--- src/rtl/dramc_pkg.sv ---
package dramc_pkg;

  typedef enum logic [1:0] {
    ST_IDLE  = 2'd0,
    ST_SETUP = 2'd1,
    ST_ACT   = 2'd2,
    ST_PRE   = 2'd3
  } seq_state_t;

  // Smallest clock count whose duration is at least ns.
  function automatic int ns_to_clk_up(input int ns, input int clk_ns);
    return (ns + clk_ns - 1) / clk_ns;
  endfunction

  function automatic int imax(input int a, input int b);
    return (a > b) ? a : b;
  endfunction

endpackage

--- src/rtl/dramc_refresh.sv ---
module dramc_refresh #(
  parameter int INT_C  = 1953,
  parameter int ROW_W  = 7
) (
  input  logic             clk,
  input  logic             rst_n,
  input  logic             take,
  output logic             pending,
  output logic [ROW_W-1:0] row
);
  localparam int TMR_W = $clog2(INT_C + 1);

  logic [TMR_W-1:0] tmr;
  logic             tick;

  assign tick = (tmr == TMR_W'(INT_C - 1));

  always_ff @(posedge clk or negedge rst_n) begin
    if (!rst_n) begin
      tmr     <= '0;
      pending <= 1'b0;
      row     <= '0;
    end else begin
      tmr     <= tick ? '0 : tmr + 1'b1;
      pending <= tick | (pending & ~take);
      if (take) row <= row + 1'b1;
    end
  end
endmodule

--- src/rtl/dramc_init.sv ---
module dramc_init #(
  parameter int DUMMY_N = 8
) (
  input  logic clk,
  input  logic rst_n,
  input  logic take,
  output logic done
);
  localparam int CW = $clog2(DUMMY_N + 1);

  logic [CW-1:0] cnt;

  assign done = (cnt == CW'(DUMMY_N));

  always_ff @(posedge clk or negedge rst_n) begin
    if (!rst_n)           cnt <= '0;
    else if (take && !done) cnt <= cnt + 1'b1;
  end
endmodule

--- src/rtl/dramc_seq.sv ---
module dramc_seq
  import dramc_pkg::*;
#(
  parameter int ABUS_W     = 7,
  parameter int DATA_W     = 8,
  parameter int ROW_HOLD_C = 4,
  parameter int CAS_AT_C   = 5,
  parameter int RAS_LO_C   = 25,
  parameter int PRE_C      = 20
) (
  input  logic              clk,
  input  logic              rst_n,
  input  logic              start,
  input  logic              start_ref,
  input  logic              wr,
  input  logic [ABUS_W-1:0] row,
  input  logic [ABUS_W-1:0] col,
  input  logic [DATA_W-1:0] wdata,
  input  logic [DATA_W-1:0] dout,
  output logic              idle,
  output logic              ras_n,
  output logic              cas_n,
  output logic              we_n,
  output logic [ABUS_W-1:0] addr,
  output logic [DATA_W-1:0] din,
  output logic              rsp_valid,
  output logic [DATA_W-1:0] rsp_data
);
  localparam int CNT_W = $clog2(imax(RAS_LO_C, PRE_C) + 1);

  seq_state_t        state;
  logic [CNT_W-1:0]  cnt;
  logic              c_ref, c_wr;
  logic [ABUS_W-1:0] c_col;
  logic [DATA_W-1:0] c_data;

  assign idle = (state == ST_IDLE);

  always_ff @(posedge clk or negedge rst_n) begin
    if (!rst_n) begin
      state     <= ST_IDLE;
      cnt       <= '0;
      c_ref     <= 1'b0;
      c_wr      <= 1'b0;
      c_col     <= '0;
      c_data    <= '0;
      ras_n     <= 1'b1;
      cas_n     <= 1'b1;
      we_n      <= 1'b1;
      addr      <= '0;
      din       <= '0;
      rsp_valid <= 1'b0;
      rsp_data  <= '0;
    end else begin
      rsp_valid <= 1'b0;
      unique case (state)
        ST_IDLE: if (start) begin
          state  <= ST_SETUP;
          addr   <= row;
          c_ref  <= start_ref;
          c_wr   <= wr & ~start_ref;
          c_col  <= col;
          c_data <= wdata;
        end
        ST_SETUP: begin
          state <= ST_ACT;
          cnt   <= '0;
          ras_n <= 1'b0;
          we_n  <= ~c_wr;
          din   <= c_data;
        end
        ST_ACT: begin
          cnt <= cnt + 1'b1;
          if (cnt == CNT_W'(ROW_HOLD_C - 1) && !c_ref) addr <= c_col;
          if (cnt == CNT_W'(CAS_AT_C - 1) && !c_ref) cas_n <= 1'b0;
          if (cnt == CNT_W'(RAS_LO_C - 1)) begin
            state <= ST_PRE;
            cnt   <= '0;
            ras_n <= 1'b1;
            cas_n <= 1'b1;
            we_n  <= 1'b1;
            if (!c_ref) begin
              rsp_valid <= 1'b1;
              if (!c_wr) rsp_data <= dout;
            end
          end
        end
        ST_PRE: begin
          cnt <= cnt + 1'b1;
          if (cnt == CNT_W'(PRE_C - 1)) state <= ST_IDLE;
        end
        default: state <= ST_IDLE;
      endcase
    end
  end
endmodule

--- src/rtl/dramc_ctrl.sv ---
module dramc_ctrl
  import dramc_pkg::*;
#(
  parameter int CLK_NS       = 8,
  parameter int ABUS_W       = 7,
  parameter int DATA_W       = 8,
  parameter int DUMMY_N      = 8,
  parameter int T_RAS_MIN_NS = 200,
  parameter int T_RAS_MAX_NS = 1000,
  parameter int T_RP_NS      = 120,
  parameter int T_RC_NS      = 375,
  parameter int T_RCD_MIN_NS = 25,
  parameter int T_RAH_NS     = 25,
  parameter int T_CAS_NS     = 135,
  parameter int REF_WIN_NS   = 2_000_000
) (
  input  logic                  clk,
  input  logic                  rst_n,
  input  logic                  req_valid,
  output logic                  req_ready,
  input  logic                  req_write,
  input  logic [2*ABUS_W-1:0]   req_addr,
  input  logic [DATA_W-1:0]     req_wdata,
  output logic                  rsp_valid,
  output logic [DATA_W-1:0]     rsp_rdata,
  output logic [ABUS_W-1:0]     dram_addr,
  output logic                  dram_ras_n,
  output logic                  dram_cas_n,
  output logic                  dram_we_n,
  output logic [DATA_W-1:0]     dram_din,
  input  logic [DATA_W-1:0]     dram_dout
);
  localparam int ROWS       = 1 << ABUS_W;
  localparam int RCD_MIN_C  = ns_to_clk_up(T_RCD_MIN_NS, CLK_NS);
  localparam int ROW_HOLD_C = ns_to_clk_up(T_RAH_NS, CLK_NS);
  localparam int CAS_AT_C   = imax(RCD_MIN_C, ROW_HOLD_C + 1);
  localparam int CAS_LO_C   = ns_to_clk_up(T_CAS_NS, CLK_NS);
  localparam int RAS_LO_C   = imax(ns_to_clk_up(T_RAS_MIN_NS, CLK_NS), CAS_AT_C + CAS_LO_C);
  localparam int HI_MIN_C   = ns_to_clk_up(T_RP_NS, CLK_NS);
  localparam int PRE_C      = imax(1, imax(HI_MIN_C - 2,
                                   ns_to_clk_up(T_RC_NS, CLK_NS) - RAS_LO_C - 2));
  localparam int RAS_MAX_C  = T_RAS_MAX_NS / CLK_NS;
  localparam int REF_INT_C  = REF_WIN_NS / ROWS / CLK_NS;

  logic              seq_idle, init_done, ref_pending;
  logic              grant_ref, grant_host;
  logic [ABUS_W-1:0] ref_row, row_sel;

  assign req_ready  = seq_idle & init_done & ~ref_pending;
  assign grant_ref  = seq_idle & (ref_pending | ~init_done);
  assign grant_host = req_valid & req_ready;
  assign row_sel    = grant_ref ? ref_row : req_addr[2*ABUS_W-1:ABUS_W];

  dramc_refresh #(.INT_C(REF_INT_C), .ROW_W(ABUS_W)) refresh_i (
    .clk(clk), .rst_n(rst_n), .take(grant_ref),
    .pending(ref_pending), .row(ref_row)
  );

  dramc_init #(.DUMMY_N(DUMMY_N)) init_i (
    .clk(clk), .rst_n(rst_n), .take(grant_ref), .done(init_done)
  );

  dramc_seq #(
    .ABUS_W(ABUS_W), .DATA_W(DATA_W), .ROW_HOLD_C(ROW_HOLD_C),
    .CAS_AT_C(CAS_AT_C), .RAS_LO_C(RAS_LO_C), .PRE_C(PRE_C)
  ) seq_i (
    .clk(clk), .rst_n(rst_n),
    .start(grant_ref | grant_host), .start_ref(grant_ref),
    .wr(req_write), .row(row_sel), .col(req_addr[ABUS_W-1:0]),
    .wdata(req_wdata), .dout(dram_dout), .idle(seq_idle),
    .ras_n(dram_ras_n), .cas_n(dram_cas_n), .we_n(dram_we_n),
    .addr(dram_addr), .din(dram_din),
    .rsp_valid(rsp_valid), .rsp_data(rsp_rdata)
  );
endmodule

--- config.mk ---
export PLATFORM = sky130hd
export DESIGN_NAME = dramc_ctrl
export DESIGN_NICKNAME = d
export VERILOG_FILES = /design/src/rtl/dramc_pkg.sv /design/src/rtl/dramc_refresh.sv /design/src/rtl/dramc_init.sv /design/src/rtl/dramc_seq.sv /design/src/rtl/dramc_ctrl.sv
export SDC_FILE = /design/constraint.sdc
export NUM_CORES = 1
export LEC_CHECK = 0
export CAP_MARGIN = 20
export CORE_MARGIN = 10
export CORE_UTILIZATION = 53
export DETAILED_ROUTE_END_ITERATION = 10
export PLACE_DENSITY_LB_ADDON = 0.25
export SLEW_MARGIN = 40
export SYNTH_ARGS = -nofsm -noshare
export SYNTH_HDL_FRONTEND = slang
export SYNTH_HIERARCHICAL = 1
export SYNTH_SLANG_ARGS = --single-unit
--- constraint.sdc ---
create_clock -name clk -period 2.8 [get_ports clk]
set_clock_uncertainty 0.1 [all_clocks]
set_input_delay 0.42 -clock clk [delete_from_list [all_inputs] [get_ports clk]]
set_output_delay 0.42 -clock clk [all_outputs]
set_load 0.01 [all_outputs]
# Word level (Yosys, flattened, before mapping)
# Cells that the tools add are included.
dict set report classes {
  n_addsub 4
  n_eq_ne 13
  mux 19
  n_bitwise 14
  reduce_logical 16
}
# cell n
set op_table {}
lappend op_table {{$mux 7} 3}
lappend op_table {{$pmux 5 s3} 1}
lappend op_table {{$pmux 7 s2} 1}
lappend op_table {{$add 11x1->11 const B} 1}
lappend op_table {{$eq 11x11->1 const B} 1}
lappend op_table {{$mux 11} 1}
lappend op_table {{$eq 5x5->1 const B} 2}
lappend op_table {{$ne 2x1->1 const B} 4}
lappend op_table {{$pmux 2 s4} 1}
lappend op_table {{$add 7x1->7 const B} 1}
lappend op_table {{$and 1x1->1} 6}
lappend op_table {{$mux 1} 6}
lappend op_table {{$mux 2} 3}
lappend op_table {{$reduce_and 2->1} 3}
lappend op_table {{$reduce_and 3->1} 2}
lappend op_table {{$reduce_bool 2->1} 3}
lappend op_table {{$add 5x1->5 const B} 1}
lappend op_table {{$eq 5x2->1 const B} 1}
lappend op_table {{$eq 5x3->1 const B} 1}
lappend op_table {{$mux 5} 1}
lappend op_table {{$not 1->1} 5}
lappend op_table {{$add 4x1->4 const B} 1}
lappend op_table {{$eq 2x2->1 const B} 2}
lappend op_table {{$eq 4x4->1 const B} 1}
lappend op_table {{8 further kinds} 14}
dict set report word_totals {
  register_bits 74
  inputBits 34
}

# Longest topological paths before layout
dict set report logic_depth {
  word_depth 7
  mapped_depth 11
  mapped_depth_nobuf 10
}

# Hierarchy
# The synthesis kept the hierarchy.
# module n_inst cells_per_inst area_each_um2 seq_area_each_um2
set modules_own_cells {}
lappend modules_own_cells {dramc_seq 1 163 2268.4 1280.0}
lappend modules_own_cells {dramc_refresh 1 88 943.4 475.5}
lappend modules_own_cells {dramc_init 1 19 207.7 100.1}
lappend modules_own_cells {dramc_ctrl 1 14 148.9 0.0}

# Worst setup path before layout
# OpenSTA, ideal clock, no wires.
dict set report synth_timing {
  path_kind {reg-to-reg}
  start {register init_i.cnt[0]}
  end {register seq_i.c_col[1]}
  setup_time_ns 0.125
  arrival_time_ns 1.865
  slack_ns 0.711
  path_stages_with_launch 11
  n_path_buf 1
  period_less_slack_ns 2.089
  cell_sequence {dfrtp_1 > inv_1 > ha_1 > nand2_2 > nor2_1 > nand2b_4 > nor2_1 > nor2_1 > nand2_1 > buf_2 > mux2_2}
}
dict set report synth_via {
  elab_chain_cells 6
  elab_cells_between_ends 9
  classes_between {1 x eq/ne; 7 x bitwise; 1 x reduce/logical}
}
# element line_no
set synth_rtl {}
lappend synth_rtl {{start, declared} dramc_init.sv:11} ;# logic [CW-1:0] cnt;
lappend synth_rtl {{start signal, assigned} dramc_init.sv:17} ;# else if (take && !done) cnt <= cnt + 1'b1;
lappend synth_rtl {{$eq 4x4->1 *} dramc_init.sv:13} ;# assign done = (cnt == CW'(DUMMY_N));
lappend synth_rtl {{via init_done} dramc_ctrl.sv:45} ;# logic seq_idle, init_done, ref_pending;
lappend synth_rtl {{$and 1x1->1 / $not 1->1 (equally long branches)} {dramc_ctrl.sv:49, dramc_ctrl.sv:50}}
lappend synth_rtl {{$and 1x1->1 / $or 1x1->1 (equally long branches)} {dramc_ctrl.sv:49, dramc_ctrl.sv:50}}
lappend synth_rtl {{$and 1x1->1, on equally long branches} {dramc_ctrl.sv:51, dramc_ctrl.sv:50}}
lappend synth_rtl {{$or 1x1->1 *} dramc_ctrl.sv:68} ;# .start(grant_ref | grant_host), .start_ref(grant_ref),
lappend synth_rtl {{$reduce_and 2->1 (no source line) *} -}
lappend synth_rtl {{end signal, assigned} dramc_seq.sv:62} ;# c_col <= col;
lappend synth_rtl {{end, declared} dramc_seq.sv:34} ;# logic [ABUS_W-1:0] c_col;
# The timed path passes the listed nets; every way through them passes the cells marked *.
# A chain may end at the register's enable or synchronous reset.

# Final worst setup path
dict set report layout_timing {
  start {register init_i.cnt[0]}
  end {output req_ready}
}
dict set report layout_via {
  elab_chain_cells 3
}
# element line_no
set layout_rtl {}
lappend layout_rtl {{$eq 4x4->1} dramc_init.sv:13}
lappend layout_rtl {{via init_done} dramc_ctrl.sv:45}
lappend layout_rtl {{$and 1x1->1 (2 in a row)} dramc_ctrl.sv:49} ;# assign req_ready = seq_idle & init_done & ~ref_pending;
lappend layout_rtl {{end, declared} dramc_ctrl.sv:20} ;# output logic req_ready,
# The timed path passes the listed nets, and every way through them passes these cells.

==> results.py <==
metrics = {
    "synthesis": {
        "synth-edff-count": 0,
        "synthArstFlopShare": 1.00,
        "ys_top_cells_by_area": "dfrtp_1 (50%), mux2_2 (15%), ha_1 (4.2%), mux2_4 (3.4%), xnor2_1 (2.5%)",
        "synth.ff_latch_count": 74,
        "yosys.area.top_type_share": 0.498,
        "ys.warnings.count": 6,
        "synth.distinct_cells": 50,
        "synth_ff_type": "dfrtp_1",
        "synth_cells": 284,
        "avgSynthCellArea_um2": 12.6,
        "syn_nets": 330,
        "seq_area_frac_synth": 0.520,
        "synth_area_leader_cell": "dfrtp_1",
        "synthesis.area_um2": 3570,
    },
    "place": {
        "pre_cts_ws_ps": 550,
        "dp_hpwl_mm": 5.34,
        "port_buffers": 61,
        "place.gp.congestion": 0.791,
    },
    "grt": {
        "grt_max_degree": 45,
        "grt-ovfl-total": 0,
        "antenna_found_initial": 0,
        "grt_pass1_wl_mm": 11.9,
        "first_global_vias": 2494,
        "track_usage": 0.146,
    },
    "floorplan": {
        "dieHeight_um": 102,
        "ios": 62,
        "die-area_um2": 10400,
        "core.rowCount": 29,
        "fp.dieW_um": 102,
        "fp.coreArea_um2": 6460,
        "initial_core_util": 0.552,
    },
    "clock_network": {
        "cts.repair.resized": 0,
        "cts_root_buffer": "clkbuf_8",
        "clkLatencyLatePin_ps": 350,
        "h-tree-depth": 3,
        "holdBufCountCts": 0,
        "cts_buffers": 9,
        "clockBufferDepth": 2,
        "cts_setup_buffers": 0,
        "cts_tree": "built",
        "cts_sinks": 74,
        "clk_pin_slew_ps": 80,
    },
    "power_and_ir_drop": {
        "vdd_drop_max_v": 0.000326,
        "p_per_area_nw_per_um2": 445,
        "p_leak_uw": 0.00189,
    },
    "drt": {
        "drt_iter0_markers": 44,
        "vias": 2348,
        "firstDrtPassIters": 4,
        "routedWlPerCell_um": 16.7,
        "via_per_inst": 5.41,
        "postRouteAntennaNets": 0,
        "drc": 0,
        "routed_wl_mm": 7.26,
    },
    "worst_setup_path": {
        "cp-end-kind": "output port",
        "slowest_stage": "clkdlybuf4s50_1",
        "slowest_delay_ps": 560,
        "reg2reg_depth": 7,
        "crit_chain": "inv_1 > ha_1 > nand2_2 > nor2_1 > nand2b_4 > nor2_1 > clkdlybuf4s50_1",
        "arrival_ps": 2000,
        "path_buf_inv": 2,
        "rrSetupSlack_ps": 510,
        "criticalPathCategory": "reg -> out",
        "crit_family": "buffers and inverters",
        "required_ps": 2280,
        "r2r_start": "seq_i/state[0]$_DFFE_PN0P_",
        "crit_top_cell": "nor2_1",
        "critPathMaxFanout": 4,
        "start_kind": "flip-flop",
        "reg2reg_to": "seq_i/addr[1]$_DFFE_PN0P_",
    },
    "cells_and_area": {
        "n_fill_cell": 494,
        "final_cell_mix": "dfrtp_1 (71), clkdlybuf4s50_1 (60), mux2_2 (48)",
        "fin_nets": 398,
        "final_common_cell": "dfrtp_1",
        "antenna_cells": 0,
        "layout-drive-gt1-share": 0.249,
        "flow.area_growth_from_synthesis_pct": 24.3,
    },
    "sta": {
        "relSlewSlack": 0.519,
        "setup_viol": 0,
        "worst_slew_pin_slew_ps": 721,
        "timing.final.crit_share": 0.901,
        "final_max_slew_viol_count": 0,
        "hold_viol_final": 0,
        "timing.final.crit_period_ps": 2520,
        "setup_slack_ps": 278,
        "fmax_mhz": 396,
        "finalSetupTns_ps": 0,
        "rsz0062_at_grt": "false",
    },
    "worst_hold_path": {
        "hold_class": "in -> async",
    },
    "flow_run": {
        "drv_cap": 0,
    },
    "outcome": {
        "status": "complete, no violations",
    },
}
-- how the worst max path moves through the flow --
| stage | startpoint | end | slack [ps] | depth (start not counted) |
|---|---|---|---|---|
| finish | init_i/cnt[0]$_DFFE_PN0P_ | req_ready | 280 | 7 |
| global route | seq_i/state[0]$_DFFE_PN0P_ | req_ready | 130 | 5 |
| CTS | init_i/cnt[0]$_DFFE_PN0P_ | req_ready | 240 | 7 |
| floorplan | init_i/cnt[0]$_DFFE_PN0P_ | seq_i/c_col[1]$_DFFE_PN0P_ | 710 | 10 |
| global placement | seq_i/state[0]$_DFFE_PN0P_ | seq_i/addr[4]$_DFFE_PN0P_ | 600 | 7 |
| detailed placement | seq_i/state[0]$_DFFE_PN0P_ | seq_i/addr[1]$_DFFE_PN0P_ | 550 | 7 |
-- kinds of logic after synthesis --
kind of cell / Yosys count / synth area share
flip-flops: 74 / 0.520
buffers and inverters: 26 / 0.0326
XOR/XNOR: 13 / 0.0319
adder cells (fa/ha/maj): 12 / 0.0421
multiplexers: 57 / 0.188
AND/OR/NAND/NOR: 70 / 0.121
AO/OA/AOI/OAI: 32 / 0.0642
-- power by group --
group,switching [uW],internal [uW]
Clock,410,327
Combinational,46.9,87.8
Sequential,10.8,1090
-- stage by stage --
stage	instance area, um^2	power [uW]	hold slack (ps)	cells	utilization
floorplan	3570	1160	24.4	284	-
global placement	4260	1260	363	418	0.660
detailed placement	4260	1260	374	418	0.660
CTS	4440	2010	26.0	434	0.687
global route	4440	2060	54.0	434	0.687
finish	4440	1970	17.0	434	0.687
-- state kept, by name (all words and copies together), names as in the netlist --
name / flops
seq_i/ras_n: 1
refresh_i/row: 7
seq_i/c_wr: 1
refresh_i/tmr: 11
seq_i/rsp_data: 8
refresh_i/pending: 1
seq_i/c_ref: 1
init_i/cnt: 4
seq_i/cas_n: 1
seq_i/rsp_valid: 1
seq_i/din: 8
seq_i/we_n: 1
seq_i/cnt: 5
seq_i/c_data: 8
seq_i/state: 2
seq_i/c_col: 7
seq_i/addr: 7
-- worst register-to-register path: cells and delay by family (launching register included) --
kind            cells  cell delay, ps
compound gates      1             380
fa+ha+maj           1             320
buf+inv             2             210
flops               1             420
mux                 2             530
simple gates        1             200
-- final cells by class --
| class | count | area (um^2) | area share |
|---|---|---|---|
| Clock buffer | 9 | 124 | 0.0279 |
| Clock inverter | 7 | 52.6 | 0.0118 |
| Inverter | 19 | 71.3 | 0.0161 |
| Multi-Input combinational cell | 184 | 1600 | 0.360 |
| Sequential cell | 74 | 1860 | 0.418 |
| Tap cell | 77 | 96.3 | 0.0217 |
| Timing Repair Buffer | 64 | 641 | 0.144 |
-- Yosys cell counts (all sizes together), types with 4 or more instances --
| cell | number |
|---|---|
| xnor2 | 10 |
| nand2b | 5 |
| nand3 | 4 |
| ha | 12 |
| dfrtp | 71 |
| inv | 19 |
| mux2 | 56 |
| nor3 | 4 |
| o21ai | 10 |
| buf | 5 |
| nand4 | 7 |
| nand2 | 17 |
| nor2 | 11 |
-- per-layer routing --
metal | vias to the layer above | part of all wire | track usage
li1 | 1143 | - | -
met2 | 44 | 0.49 | 0.238
met5 | - | 0 | 0
met1 | 1153 | 0.45 | 0.174
met4 | 0 | 0.012 | 0.0748
met3 | 8 | 0.052 | 0.0385
Power figures use the tool's default switching activity.
